## src/rtl/muart_pkg.sv

```systemverilog
package muart_pkg;

    localparam int OVS      = 16;
    localparam int HALF_OVS = OVS / 2;
    localparam int TCNT_W   = 6;

    typedef enum logic [1:0] {
        PAR_NONE = 2'b00,
        PAR_EVEN = 2'b01,
        PAR_ODD  = 2'b10,
        PAR_RSVD = 2'b11
    } par_e;

    typedef enum logic [1:0] {
        STP_ONE  = 2'b00,
        STP_HALF = 2'b01,
        STP_TWO  = 2'b10,
        STP_RSVD = 2'b11
    } stop_e;

    typedef enum logic [2:0] {
        S_IDLE,
        S_START,
        S_DATA,
        S_NINTH,
        S_STOP
    } ser_state_e;

    typedef struct packed {
        logic [1:0] len;
        par_e       par;
        stop_e      stop;
        logic       addr_mode;
    } frame_cfg_t;

    typedef struct packed {
        logic [7:0] data;
        logic       perr;
        logic       ferr;
        logic       addr;
    } rx_char_t;

    // keep only the configured number of low data bits
    function automatic logic [7:0] char_mask(input logic [7:0] d, input logic [1:0] len);
        logic [7:0] m;
        m = 8'hFF >> (2'd3 - len);
        return d & m;
    endfunction

    // index of the last data bit
    function automatic logic [2:0] last_idx(input logic [1:0] len);
        return 3'(len) + 3'd4;
    endfunction

    function automatic logic uses_parity(input par_e p);
        return (p == PAR_EVEN) || (p == PAR_ODD);
    endfunction

    function automatic logic parity_bit(input logic [7:0] d, input logic [1:0] len, input par_e p);
        logic x;
        x = ^char_mask(d, len);
        return (p == PAR_ODD) ? ~x : x;
    endfunction

    function automatic logic has_ninth(input logic addr_mode, input par_e p);
        return addr_mode || uses_parity(p);
    endfunction

    function automatic logic [TCNT_W-1:0] stop_ticks(input stop_e s);
        case (s)
            STP_ONE:  return TCNT_W'(OVS);
            STP_HALF: return TCNT_W'(OVS + HALF_OVS);
            default:  return TCNT_W'(2 * OVS);
        endcase
    endfunction

    // receiver fills from the top; move the character down to bit 0
    function automatic logic [7:0] align_rx(input logic [7:0] sh, input logic [1:0] len);
        return sh >> (2'd3 - len);
    endfunction

endpackage

```

## src/rtl/muart_baud.sv

```systemverilog
module muart_baud #(
    parameter int DIV_W  = 16,
    parameter int FRAC_W = 3
) (
    input  logic              clk,
    input  logic              rst,
    input  logic [DIV_W-1:0]  div_int,
    input  logic [FRAC_W-1:0] div_frac,
    output logic              tick
);
    localparam int CW = DIV_W + 1;

    logic [CW-1:0]     cnt_q;
    logic [CW-1:0]     limit;
    logic [FRAC_W-1:0] acc_q;
    logic [FRAC_W:0]   acc_sum;
    logic              tick_q;

    // the carry out of the phase accumulator stretches this period by one clock
    always_comb begin
        acc_sum = {1'b0, acc_q} + {1'b0, div_frac};
        limit   = ((div_int == '0) ? CW'(1) : {1'b0, div_int}) + CW'(acc_sum[FRAC_W]);
    end

    always_ff @(posedge clk) begin
        if (rst) begin
            cnt_q  <= '0;
            acc_q  <= '0;
            tick_q <= 1'b0;
        end else if (cnt_q >= limit - CW'(1)) begin
            cnt_q  <= '0;
            acc_q  <= acc_sum[FRAC_W-1:0];
            tick_q <= 1'b1;
        end else begin
            cnt_q  <= cnt_q + CW'(1);
            tick_q <= 1'b0;
        end
    end

    assign tick = tick_q;
endmodule

```

## src/rtl/muart_tx.sv

```systemverilog
module muart_tx
    import muart_pkg::*;
(
    input  logic       clk,
    input  logic       rst,
    input  logic       tick,
    input  frame_cfg_t cfg,
    input  logic       tx_valid,
    input  logic [7:0] tx_data,
    input  logic       tx_addr,
    output logic       tx_ready,
    output logic       tx_line
);
    ser_state_e        state_q;
    frame_cfg_t        cfg_q;
    logic [TCNT_W-1:0] tcnt_q;
    logic [TCNT_W-1:0] bit_last;
    logic [2:0]        bidx_q;
    logic [7:0]        sh_q;
    logic              ninth_q;
    logic              line_q;

    always_comb begin
        bit_last = (state_q == S_STOP) ? stop_ticks(cfg_q.stop) - TCNT_W'(1)
                                       : TCNT_W'(OVS - 1);
    end

    always_ff @(posedge clk) begin
        if (rst) begin
            state_q <= S_IDLE;
            cfg_q   <= '0;
            tcnt_q  <= '0;
            bidx_q  <= '0;
            sh_q    <= '0;
            ninth_q <= 1'b0;
            line_q  <= 1'b1;
        end else if (state_q == S_IDLE) begin
            line_q <= 1'b1;
            if (tx_valid) begin
                cfg_q   <= cfg;
                sh_q    <= tx_data;
                ninth_q <= cfg.addr_mode ? tx_addr : parity_bit(tx_data, cfg.len, cfg.par);
                tcnt_q  <= '0;
                bidx_q  <= '0;
                line_q  <= 1'b0;
                state_q <= S_START;
            end
        end else if (tick) begin
            if (tcnt_q == bit_last) begin
                tcnt_q <= '0;
                case (state_q)
                    S_START: begin
                        line_q  <= sh_q[0];
                        state_q <= S_DATA;
                    end
                    S_DATA: begin
                        if (bidx_q == last_idx(cfg_q.len)) begin
                            if (has_ninth(cfg_q.addr_mode, cfg_q.par)) begin
                                line_q  <= ninth_q;
                                state_q <= S_NINTH;
                            end else begin
                                line_q  <= 1'b1;
                                state_q <= S_STOP;
                            end
                        end else begin
                            bidx_q <= bidx_q + 3'd1;
                            sh_q   <= sh_q >> 1;
                            line_q <= sh_q[1];
                        end
                    end
                    S_NINTH: begin
                        line_q  <= 1'b1;
                        state_q <= S_STOP;
                    end
                    default: begin
                        line_q  <= 1'b1;
                        state_q <= S_IDLE;
                    end
                endcase
            end else begin
                tcnt_q <= tcnt_q + TCNT_W'(1);
            end
        end
    end

    assign tx_ready = (state_q == S_IDLE);
    assign tx_line  = line_q;
endmodule

```

## src/rtl/muart_rx.sv

```systemverilog
module muart_rx
    import muart_pkg::*;
(
    input  logic       clk,
    input  logic       rst,
    input  logic       tick,
    input  logic [1:0] cfg_len,
    input  par_e       cfg_par,
    input  logic       cfg_addr_mode,
    input  logic       rx_in,
    output logic       rx_valid,
    output rx_char_t   rx_char
);
    ser_state_e        state_q;
    logic [1:0]        len_q;
    par_e              par_q;
    logic              am_q;
    logic [TCNT_W-1:0] tcnt_q;
    logic [2:0]        bidx_q;
    logic [7:0]        sh_q;
    logic              ninth_q;
    logic              valid_q;
    rx_char_t          char_q;
    logic [7:0]        aligned;
    logic              perr_now;

    always_comb begin
        aligned  = align_rx(sh_q, len_q);
        perr_now = !am_q && uses_parity(par_q) && (ninth_q != parity_bit(aligned, len_q, par_q));
    end

    always_ff @(posedge clk) begin
        if (rst) begin
            state_q <= S_IDLE;
            len_q   <= '0;
            par_q   <= PAR_NONE;
            am_q    <= 1'b0;
            tcnt_q  <= '0;
            bidx_q  <= '0;
            sh_q    <= '0;
            ninth_q <= 1'b0;
            valid_q <= 1'b0;
            char_q  <= '0;
        end else begin
            valid_q <= 1'b0;
            if (tick) begin
                case (state_q)
                    S_IDLE: begin
                        if (!rx_in) begin
                            len_q   <= cfg_len;
                            par_q   <= cfg_par;
                            am_q    <= cfg_addr_mode;
                            tcnt_q  <= '0;
                            state_q <= S_START;
                        end
                    end
                    S_START: begin
                        if (tcnt_q == TCNT_W'(HALF_OVS - 1)) begin
                            tcnt_q  <= '0;
                            bidx_q  <= '0;
                            state_q <= rx_in ? S_IDLE : S_DATA;
                        end else begin
                            tcnt_q <= tcnt_q + TCNT_W'(1);
                        end
                    end
                    default: begin
                        if (tcnt_q == TCNT_W'(OVS - 1)) begin
                            tcnt_q <= '0;
                            case (state_q)
                                S_DATA: begin
                                    sh_q <= {rx_in, sh_q[7:1]};
                                    if (bidx_q == last_idx(len_q)) begin
                                        state_q <= has_ninth(am_q, par_q) ? S_NINTH : S_STOP;
                                    end else begin
                                        bidx_q <= bidx_q + 3'd1;
                                    end
                                end
                                S_NINTH: begin
                                    ninth_q <= rx_in;
                                    state_q <= S_STOP;
                                end
                                default: begin
                                    valid_q      <= 1'b1;
                                    char_q.data  <= aligned;
                                    char_q.perr  <= perr_now;
                                    char_q.ferr  <= !rx_in;
                                    char_q.addr  <= am_q && ninth_q;
                                    state_q      <= S_IDLE;
                                end
                            endcase
                        end else begin
                            tcnt_q <= tcnt_q + TCNT_W'(1);
                        end
                    end
                endcase
            end
        end
    end

    assign rx_valid = valid_q;
    assign rx_char  = char_q;
endmodule

```

## src/rtl/muart_core.sv

```systemverilog
module muart_core
    import muart_pkg::*;
#(
    parameter int DIV_W       = 16,
    parameter int FRAC_W      = 3,
    parameter int SYNC_STAGES = 2
) (
    input  logic              clk,
    input  logic              rst,
    input  logic [1:0]        cfg_len,
    input  logic [1:0]        cfg_parity,
    input  logic [1:0]        cfg_stop,
    input  logic              cfg_addr_mode,
    input  logic [DIV_W-1:0]  baud_int,
    input  logic [FRAC_W-1:0] baud_frac,
    input  logic              tx_valid,
    input  logic [7:0]        tx_data,
    input  logic              tx_addr,
    output logic              tx_ready,
    output logic              tx_line,
    input  logic              rx_line,
    output logic              rx_valid,
    output logic [7:0]        rx_data,
    output logic              rx_par_err,
    output logic              rx_frame_err,
    output logic              rx_addr_flag
);
    frame_cfg_t cfg;
    logic       baud_tick;
    logic       rx_sync;
    rx_char_t   rx_char;

    always_comb begin
        cfg.len       = cfg_len;
        cfg.par       = par_e'(cfg_parity);
        cfg.stop      = stop_e'(cfg_stop);
        cfg.addr_mode = cfg_addr_mode;
    end

    // input synchroniser, resets to the idle level
    logic [SYNC_STAGES-1:0] sync_q;
    generate
        if (SYNC_STAGES == 1) begin : g_sync1
            always_ff @(posedge clk) begin
                if (rst) sync_q <= '1;
                else     sync_q <= rx_line;
            end
        end else begin : g_syncn
            always_ff @(posedge clk) begin
                if (rst) sync_q <= '1;
                else     sync_q <= {sync_q[SYNC_STAGES-2:0], rx_line};
            end
        end
    endgenerate
    assign rx_sync = sync_q[SYNC_STAGES-1];

    muart_baud #(.DIV_W(DIV_W), .FRAC_W(FRAC_W)) baud_i (
        .clk      (clk),
        .rst      (rst),
        .div_int  (baud_int),
        .div_frac (baud_frac),
        .tick     (baud_tick)
    );

    muart_tx tx_i (
        .clk      (clk),
        .rst      (rst),
        .tick     (baud_tick),
        .cfg      (cfg),
        .tx_valid (tx_valid),
        .tx_data  (tx_data),
        .tx_addr  (tx_addr),
        .tx_ready (tx_ready),
        .tx_line  (tx_line)
    );

    muart_rx rx_i (
        .clk           (clk),
        .rst           (rst),
        .tick          (baud_tick),
        .cfg_len       (cfg.len),
        .cfg_par       (cfg.par),
        .cfg_addr_mode (cfg.addr_mode),
        .rx_in         (rx_sync),
        .rx_valid      (rx_valid),
        .rx_char       (rx_char)
    );

    assign rx_data      = rx_char.data;
    assign rx_par_err   = rx_char.perr;
    assign rx_frame_err = rx_char.ferr;
    assign rx_addr_flag = rx_char.addr;
endmodule

```

## config.mk

```make
export PLATFORM = sky130hd
export DESIGN_NAME = muart_core
export DESIGN_NICKNAME = d
export VERILOG_FILES = /design/src/rtl/muart_pkg.sv /design/src/rtl/muart_baud.sv /design/src/rtl/muart_tx.sv /design/src/rtl/muart_rx.sv /design/src/rtl/muart_core.sv
export SDC_FILE = /design/constraint.sdc
export NUM_CORES = 1
export LEC_CHECK = 0
export BUFFER_PORTS_ARGS = -buffer_cell sky130_fd_sc_hd__buf_2
export CAP_MARGIN = 25
export CORE_UTILIZATION = 40
export CTS_CLUSTER_DIAMETER = 120
export CTS_CLUSTER_SIZE = 28
export DETAILED_ROUTE_END_ITERATION = 6
export PLACE_DENSITY = 0.54
export SETUP_SLACK_MARGIN = 0.3
export SYNTH_ARGS = -nofsm -noshare
export SYNTH_HDL_FRONTEND = slang
export SYNTH_SLANG_ARGS = --single-unit
```

## constraint.sdc

```tcl
create_clock -name clk -period 4.3 [get_ports clk]
set_input_delay 0 -clock clk [delete_from_list [all_inputs] [get_ports clk]]
set_output_delay 0 -clock clk [all_outputs]
set_load 0.05 [all_outputs]
```

# == Word-level counts from Yosys, hierarchy flattened ==
# Index checks and enable logic that the tools add are counted.
# op_classes
addsub,13
mul,0
n_reduce_logical,37
n_lt_le_gt_ge,1
n_mux,55
n_eq_ne,26
n_div,0
shift,3
bitwise_logic,10
# op_table
cell,count
$mux W3,21
$mux W6,8
$mux W8,6
$pmux W6 S2,2
$pmux W3 S2,3
$add A17 B1 Y17,1
$add A17 B1 Y17 const B,1
$ge A17 B17 Y1,1
$sub A17 B1 Y17 const B,1
$and A8 B8 Y8,2
$logic_not A16 Y1,1
$mux W16,1
$reduce_and A4 Y1,4
$reduce_xor A8 Y1,2
$shr A8 B2 Y8 const A,2
$add A6 B1 Y6 const B,2
$eq A3 B2 Y1 const B,4
$mux W1,11
$reduce_and A5 Y1,2
$reduce_bool A2 Y1,5
$pmux W3 S3,1
$ne A2 B2 Y1 const B,4
$not A1 Y1,8
$reduce_and A2 Y1,4
other kinds (30),48
# word_totals
out_inout_bits,14
ramBits,0
latchBits,0
reg_bits,90
input_bits,39
mem_bits_ro,0
elab_cells,172
n_memories,0

# == Depth between registers and ports, before layout ==
# Gate-level depths: netlist (run 1).
# logic_depth
word_depth,9
depth_mapped,18
ltp_nobuf,17

# == Modules after synthesis ==
# A second synthesis (run 1) with hierarchy kept.
# unflattened
hier_cells,613
hier_area_um2,5435.2
# by_module_without_submodules
mod,cells_per_inst,seq_area_each_um2,instances,area_per_inst_um2
muart_rx,210,760.7,1,1999.4
muart_baud,188,420.4,1,1692.9
muart_tx,211,580.6,1,1690.4
muart_core,4,40.0,1,52.6

# == Worst setup path before layout (run 1) ==
# No wires, ideal clock.
# synth_timing
path_type,register -> register
start,register baud_i.acc_q[1]
end,register baud_i.cnt_q[11]
t_required_ps,4226
path_buffers,2
arrival_time_ps,3414
stages_incl_launch_ff,19
path_slack_ps,812
cell_sequence,dfxtp_1 -> ha_1 -> a21o_1 -> a21oi_1 -> ha_1 -> ha_1 -> nand2b_1 -> nor3b_2 -> nand3b_1 -> nor4_1 -> xnor2_1 -> ha_1 -> a21o_1 -> a21o_1 -> a21o_1 -> a21o_1 -> buf_2 -> buf_6 -> nor3_2
# synth_via
elab_chain_cells,5
# synth_rtl
item,line,rtl
start: declaration,muart_baud.sv:15,logic [FRAC_W-1:0] acc_q;
start signal: assignment,muart_baud.sv:32,acc_q <= acc_sum[FRAC_W-1:0];
$add A3 B3 Y4,muart_baud.sv:21,"acc_sum = {1'b0, acc_q} + {1'b0, div_frac};"
$add A17 B1 Y17,muart_baud.sv:22,"limit = ((div_int == '0) ? CW'(1) : {1'b0, div_int}) + CW'(acc_sum[FRAC_W]);"
$sub A17 B1 Y17,muart_baud.sv:30,end else if (cnt_q >= limit - CW'(1)) begin
$ge A17 B17 Y1,muart_baud.sv:30,
$reduce_or A2 Y1 (no line),--,
end signal: assignment,muart_baud.sv:35,cnt_q <= cnt_q + CW'(1);
end: declaration,muart_baud.sv:13,logic [CW-1:0] cnt_q;
# No other way between the ends.
# A chain may end at the register's enable or synchronous reset.

# == Final worst setup path (run 1) ==
# layout_timing
start,register baud_i.acc_q[1]
end,register baud_i.acc_q[1]
# layout_via
elab_chain_cells,4
# layout_rtl
item,line
$add A3 B3 Y4 (*),muart_baud.sv:21
$add A17 B1 Y17,muart_baud.sv:22
$sub A17 B1 Y17,muart_baud.sv:30
$ge A17 B17 Y1,muart_baud.sv:30
# Mark *: on every way between the ends. The rest lies on a longest branch, timed or not.

==> key figures, run 1 <==
Worst setup path
  • R2R depth: 16
  • Crit path largest cell delay: 0.34 ns
  • Crit start category: register
  • Bufs and invs on worst path: 0
  • CP Cell Sequence: ha_1 -> a21o_1 -> a21oi_1 -> ha_1 -> ha_1 -> nand2b_1 -> nor3b_4 -> nand2_1 -> xor2_1 -> ha_1 -> a21o_1 -> a21o_1 -> a21oi_2 -> o311ai_2 -> a21o_4 -> a211oi_1
  • Crit path DAT: ~3.9 ns
  • Crit path capture: baud_i.acc_q[1]
  • Reg-to-reg critical path startpoint: baud_i.acc_q[1]
  • Critical path's top delay family: compound AO/OA/AOI/OAI gates
  • CP required: approximately 4.6 ns
  • CP Launch Point: baud_i.acc_q[1]
  • CP Max Fanout: 19
  • Crit path capture type: register
  • CP Class: register to register
  • Crit-path most repeated cell: ha_1
  • Worst path depth: 16
  • Setup slack, reg-to-reg: approximately 0.66 ns
  • End of the worst register-to-register path: baud_i.acc_q[1]
  • Max stage delay cell, worst path: a21o_4

Layout
  • Area grow syn2layout: 16.61%
  • Diode count: 0
  • Most common cell after layout, fill and taps aside: dfxtp_1
  • Most frequent cells in the layout: 90 x dfxtp_1, 81 x nand2_1, 61 x nor2_1
  • Layout cell share with drive strength beyond 1: 0.1569
  • Post-route core utilization: 0.4827
  • Final net count: about 750

Detailed routing
  • Via Count: approximately 4400
  • DR iter-0 viols: 205
  • First drt pass iteration count: 4
  • Final wirelength: between 10 and 15 mm
  • DRC viols: 0
  • Avg WL per Cell: about 13 microns
  • Vias/cell: between 5 and 6
  • Antenna viol nets, final: 0

Clock network
  • Maximum clock path buffer count: 2
  • TritonCTS clock tree: built
  • Clk pin slew, worst setup/hold paths: 0.06 ns
  • TritonCTS Buffers: 9
  • CTS root buffer: clkbuf_16
  • CTS Sinks: 90
  • Clock Latency Late Sink: approximately 0.33 ns
  • H-Tree Level Count: 3
  • Total setup buffers inserted after CTS: 0

Power
  • Clk pwr share: 0.384
  • Sw frac: 0.2806
  • PD cells: ~340 mW/mm^2
  • Worst ir drop on vdd: 208.9 uV
  • Leakage: 2.394 nW
  • Comb pwr share: 0.173
  • Internal power: 1.485 mW
  • Overall Power: between 2 and 2.5 mW
  • Seq pwr share: 0.443
  • Total net switching power: ~0.58 mW

Synthesis
  • Ys flop type: dfxtp_1
  • Asr flop ratio synth: 0
  • Post-synthesis register bit count: 90
  • Post-Synth XOR/XNOR Area: 0.09503
  • Post-synthesis mux area share: 0.04633
  • YS warnings: 0
  • Synth cell types: between 70 and 80
  • Largest family of logic cells by synthesized area: simple AND/OR/NAND/NOR gates
  • Sequential fraction of the synthesis area: 0.3421
  • Post-synth EDFFs: 0
  • Synth Instances: roughly 620
  • Synth Net Count: between 600 and 700
  • Simple-Gate Fraction of Synth Area: 0.2554
  • Syn avg cell area: 8.453 sq um
  • Synthesized area: 0.005266 sq mm
  • Synth Area in Compound Gates: 0.1509
  • Post-Synth Adder-Cell Area: 0.07033

STA
  • Final setup viols: 0
  • Clock Skew: 0.006622 ns
  • Unrepaired setup endpoints after global routing: no
  • Setup TNS: 0 ns
  • Fin Hold WS: 0.04438 ns
  • Final Hold Vio Count: 0
  • Period utilisation layout: 0.8469
  • FMAX: between 200 and 300 MHz
  • Final Critical Period: roughly 3.6 ns
  • Max-slew headroom: 0.5306
  • Final Max Tran Viols: 0
  • Least-Margin Pin Slew: 0.7032 ns

Flow run
  • Max Cap Viol: 0

Min path
  • Worst Hold Class: input port to register

GRT
  • GRT overflow: 0
  • First-pass GRT wire length: between 15 and 20 mm
  • Vias in the first global route: around 4100
  • Largest net degree at the start of global routing: 49
  • Initial antenna violation count: 0
  • Tot GR Track Use: 0.1740

Floorplan
  • Die ar.: roughly 0.014 sq mm
  • Die Y-Extent: around 120 microns
  • Die W: between 100 and 150 microns
  • Core Area: 0.01272 sq mm
  • Row cnt: between 40 and 50
  • IO Pins: 53
  • Initial Util: 0.4139

Outcome
  • Status: complete, no violations

Placement
  • Hpwl dp: between 8 and 9 mm
  • GPL Wtd Cong: 0.8293
  • Buffers on Ports: between 50 and 60
==> logic make-up (layout without fill, tap and decap cells) <==
family,after synthesis,count (layout)
buffers and inverters,46,105
xor gates and xnor gates,54,54
and+or+nand+nor,259,259
AOI/OAI and AO/OA,121,121
adders and majority gates,29,29
DFF,90,90
muxes,24,24
==> per-layer routing <==
metal,GRT usage,wire (microns)
met5,0,0
met4,0.04557,75
met3,0.02647,365
met2,0.2781,5026
met1,0.2441,5719
==> Yosys cell counts, types with 3 or more instances <==
| cell | n | area (sq um) |
|---|---|---|
| ha_1 | 28 | 350.3 |
| a21oi_1 | 48 | 240.2 |
| nand3b_1 | 9 | 67.56 |
| a21o_1 | 10 | 75.07 |
| o21ai_0 | 20 | 100.1 |
| buf_6 | 3 | 33.78 |
| nor3_2 | 10 | 100.1 |
| nand4_1 | 10 | 62.56 |
| and3_1 | 5 | 31.28 |
| nand3_1 | 16 | 80.08 |
| nor4_1 | 4 | 25.02 |
| xor2_1 | 25 | 219.0 |
| inv_1 | 15 | 56.30 |
| clkbuf_1 | 19 | 71.32 |
| xnor2_1 | 27 | 236.5 |
| and2_1 | 3 | 18.77 |
| dfxtp_1 | 90 | 1802 |
| mux2_2 | 3 | 33.78 |
| nand2_1 | 81 | 304.0 |
| nor3b_1 | 3 | 22.52 |
| nor2_1 | 61 | 229.0 |
| nor2b_1 | 7 | 43.79 |
| a211oi_1 | 8 | 60.06 |
| buf_2 | 6 | 30.03 |
| a311oi_1 | 6 | 52.55 |
| or3_1 | 9 | 56.30 |
| nand2b_1 | 7 | 43.79 |
| mux2i_1 | 21 | 210.2 |
| nor3_1 | 14 | 70.07 |
==> state kept, by name, summed over array words and instances (netlist names) <==
name           flops
tx_i.sh_q          8
tx_i.tcnt_q        6
rx_i.tcnt_q        6
sync_q             2
rx_i.state_q       3
baud_i.cnt_q      17
rx_i.am_q          1
tx_i.cfg_q         7
tx_i.state_q       3
tx_i.ninth_q       1
tx_i.bidx_q        3
rx_i.rx_char      11
rx_i.len_q         2
rx_i.par_q         2
rx_i.sh_q          8
baud_i.acc_q       3
rx_i.ninth_q       1
rx_i.bidx_q        3
rx_i.rx_valid      1
tx_i.tx_line       1
baud_i.tick        1
==> power by group through the flow <==
stage	combinational, mW	sequential [mW]	clock (mW)
floorplan	0.252	0.935	0
global placement	0.341	0.931	0
detailed placement	0.346	0.933	0
CTS	0.359	0.914	0.817
global route	0.400	0.920	0.851
finish	0.357	0.914	0.793
==> tightest hold or removal path: cells and delay by family <==
family | cells | cell delay (ns)
buffers and inverters | 1 | 0.07
AOI/OAI and AO/OA | 1 | 0.07
muxes | 1 | 0.07
and+or+nand+nor | 2 | 0.12
==> how the worst min path moves through the flow <==
stage | startpoint | to | slack [ns] | cells after the start
2_1_floorplan | rx_line | sync_q[0] | 0.10 | 1
3_3_place_gp | rx_line | sync_q[0] | 0.19 | 2
3_5_place_dp | rx_line | sync_q[0] | 0.19 | 2
4_1_cts | tx_addr | tx_i.ninth_q | 0.04 | 5
5_1_grt | tx_addr | tx_i.ninth_q | 0.12 | 5
6_report | tx_addr | tx_i.ninth_q | 0.04 | 5
==> repair_timing <==
item / in CTS / in global routing
gates resized for setup: 1 / 6
setup endpoints to repair: 2 / 20
hold buffers: 17 / 0
hold endpoints to repair: 22 / 0
==> stage by stage <==
step	worst slack, ns	instances	cell area (sq um)
finish	0.6585	854	6141
global route	0.3534	854	6141
CTS	0.4204	854	6107
detailed placement	0.2061	821	5632
global placement	0.3184	821	5632
floorplan	0.8118	623	5266
==> area by class of cell <==
cell class | instances | area, sq um
clock inverters | 6 | 65.06
repair buffers | 74 | 467.9
multi-input cells | 487 | 3296
clock buffers | 10 | 239.0
inverters | 15 | 56.30
flip-flops and latches | 90 | 1802
well taps | 172 | 215.2
fillers | 1297 | 6581
(Power assumes the default switching activity.)
==> inputs of run 2 (changes only) <==
clock period = 3.7 ns   (was 4.3 ns; I/O delays follow)
==> key figures, run 2 (same netlist as run 1, synthesis figures left out) <==
GRT
  • Tot GR Track Use: 0.1862
  • Initial antenna violation count: 0
  • First-pass GRT wire length: 19.73 mm
  • Largest net degree at the start of global routing: between 40 and 50
  • GRT overflow: 0
  • Vias in the first global route: a little over 4000

Layout
  • Non-Filler Instances: 863
  • Final net count: 756
  • Most common cell after layout, fill and taps aside: dfxtp_1
  • Most frequent cells in the layout: 89 x dfxtp_1, 80 x nand2_1, 61 x nor2_1
  • Post-route core utilization: 0.4928
  • Max FFs per register: 17
  • Diode count: 0
  • Area grow syn2layout: 19.05%
  • Layout cell share with drive strength beyond 1: 0.1766
  • Top reg by flops: baud_i.cnt_q
  • Design area: approximately 0.0063 sq mm
  • Layout filler cell count: about 1300

Power
  • Worst ir drop on vdd: 176.7 uV
  • PD cells: 368.6 mW/mm^2
  • Leakage: ~2.4 nW

Min path
  • Worst Hold Class: input port to register

Floorplan
  • Initial Util: 0.4139
  • Die ar.: between 0.01 and 0.015 sq mm
  • Row cnt: 41
  • IO Pins: 53
  • Die W: roughly 120 microns
  • Core Area: 0.01272 sq mm
  • Die Y-Extent: 116.7 microns

Flow run
  • Max Cap Viol: 0

Clock network
  • Clock Latency Late Sink: about 0.35 ns
  • TritonCTS clock tree: built
  • CTS Sinks: 90
  • H-Tree Level Count: 3
  • Clk pin slew, worst setup/hold paths: around 0.06 ns
  • TritonCTS Buffers: 9
  • CTS root buffer: clkbuf_16
  • Maximum clock path buffer count: 2

Worst setup path
  • Max stage delay cell, worst path: dfxtp_2
  • CP Class: register to register
  • CP required: slightly below 4 ns
  • Crit path capture type: register
  • CP Max Fanout: 5
  • Crit path DAT: about 3.7 ns
  • Bufs and invs on worst path: 3
  • Crit path largest cell delay: about 0.34 ns
  • Critical path's top delay family: compound AO/OA/AOI/OAI gates
  • Crit-path most repeated cell: a21o_1
  • Crit start category: register
  • CP Cell Sequence: ha_4 -> a21o_1 -> a21oi_2 -> ha_2 -> ha_4 -> nand2b_4 -> nor3b_4 -> buf_4 -> buf_4 -> nand2_1 -> xor2_1 -> ha_1 -> a21o_1 -> a21o_1 -> a21oi_2 -> o311ai_2 -> a21o_4 -> buf_12 -> nor2b_1

Detailed routing
  • Met3 WL: roughly 390 microns
  • DR iter-0 viols: 179
  • Final wirelength: around 12 mm
  • M1 WL: 5.819 mm
  • Uppermost layer routed: met4
  • First drt pass iteration count: 6
  • Vias/cell: around 5.2
  • Avg WL per Cell: 13.65 microns
  • DRC viols: 0
  • Antenna viol nets, final: 0
  • Via Count: about 4500
  • WL met2: between 5 and 6 mm

STA
  • Final Critical Period: about 3.5 ns
  • Final worst setup slack: 0.1964 ns
  • FMAX: between 200 and 300 MHz
  • Final Hold Vio Count: 0
  • Period utilisation layout: 0.9469
  • Unrepaired setup endpoints after global routing: yes
  • Least-Margin Pin Slew: 0.8536 ns
  • Fin Hold WS: 0.05143 ns
  • Clock Skew: between 0.005 and 0.006 ns
  • Final Max Tran Viols: 0
  • Max-slew headroom: 0.4309
  • Final setup viols: 0

Placement
  • Area after DPL: roughly 0.0057 sq mm
  • Hpwl dp: approximately 8.5 mm
  • Buffers on Ports: between 50 and 60
  • GPL Wtd Cong: between 0.8 and 0.9
  • Dpl cells: between 800 and 900
  • Place WS: -0.02956 ns

Outcome
  • Status: complete, no violations
run 2: per-stage QoR:
stage | total power [mW] | TNS, ns
after floorplan | 1.384 | 0
after global placement | 1.484 | 0
after detailed placement | 1.494 | -0.06038
after CTS | 2.344 | 0
after global routing | 2.438 | -0.01580
final | 2.311 | 0
run 2: layer usage:
metal  GRT usage  vias to the layer above
met5           0                        -
met4     0.07004                        0
met3     0.03788                       16
met2      0.2939                       65
met1      0.2502                     2058
li1            -                     2316
run 2: tightest hold or removal path, stage by stage:
cell and delay [ns]:
buf_2 0.07, nand2_1 0.04, o21ai_0 0.08, mux2i_1 0.08, nor2_1 0.08
run 2: path summary, 6_finish.rpt:
path	startpoint	endpoint	slack, ns	cells after the start
setup / recovery	baud_i.acc_q[1]	baud_i.tick	0.20	19
hold / removal	tx_addr	tx_i.ninth_q	0.05	5
setup reg to reg	baud_i.acc_q[1]	baud_i.tick	0.20	19
hold reg to reg	sync_q[0]	sync_q[1]	0.41	1
run 2: power breakdown:
group	leakage, nW	switching (mW)	internal, mW	total [mW]
clock	0.123	0.354	0.467	0.821
combinational	1.58	0.259	0.168	0.426
sequential	0.730	0.0429	1.02	1.06
run 2: repair_timing:
item / 4_1_cts / 5_1_grt
setup buffers: 6 / 1
endpoints found under the setup margin: 21 / 21
gates resized for setup: 11 / 4
pin swaps: 20 / 13
hold buffers: 16 / 0
gates cloned: 1 / 0
endpoints found under the hold margin: 21 / 0
run 2: layout make-up:
class,instances,area (sq um),area share
multi-input combinational,487,3349,0.5342
timing repair buffer,85,591.8,0.09439
tap,172,215.2,0.03432
inverter,15,56.30,0.008980
clock buffer,14,254.0,0.04051
sequential,90,1803,0.2876
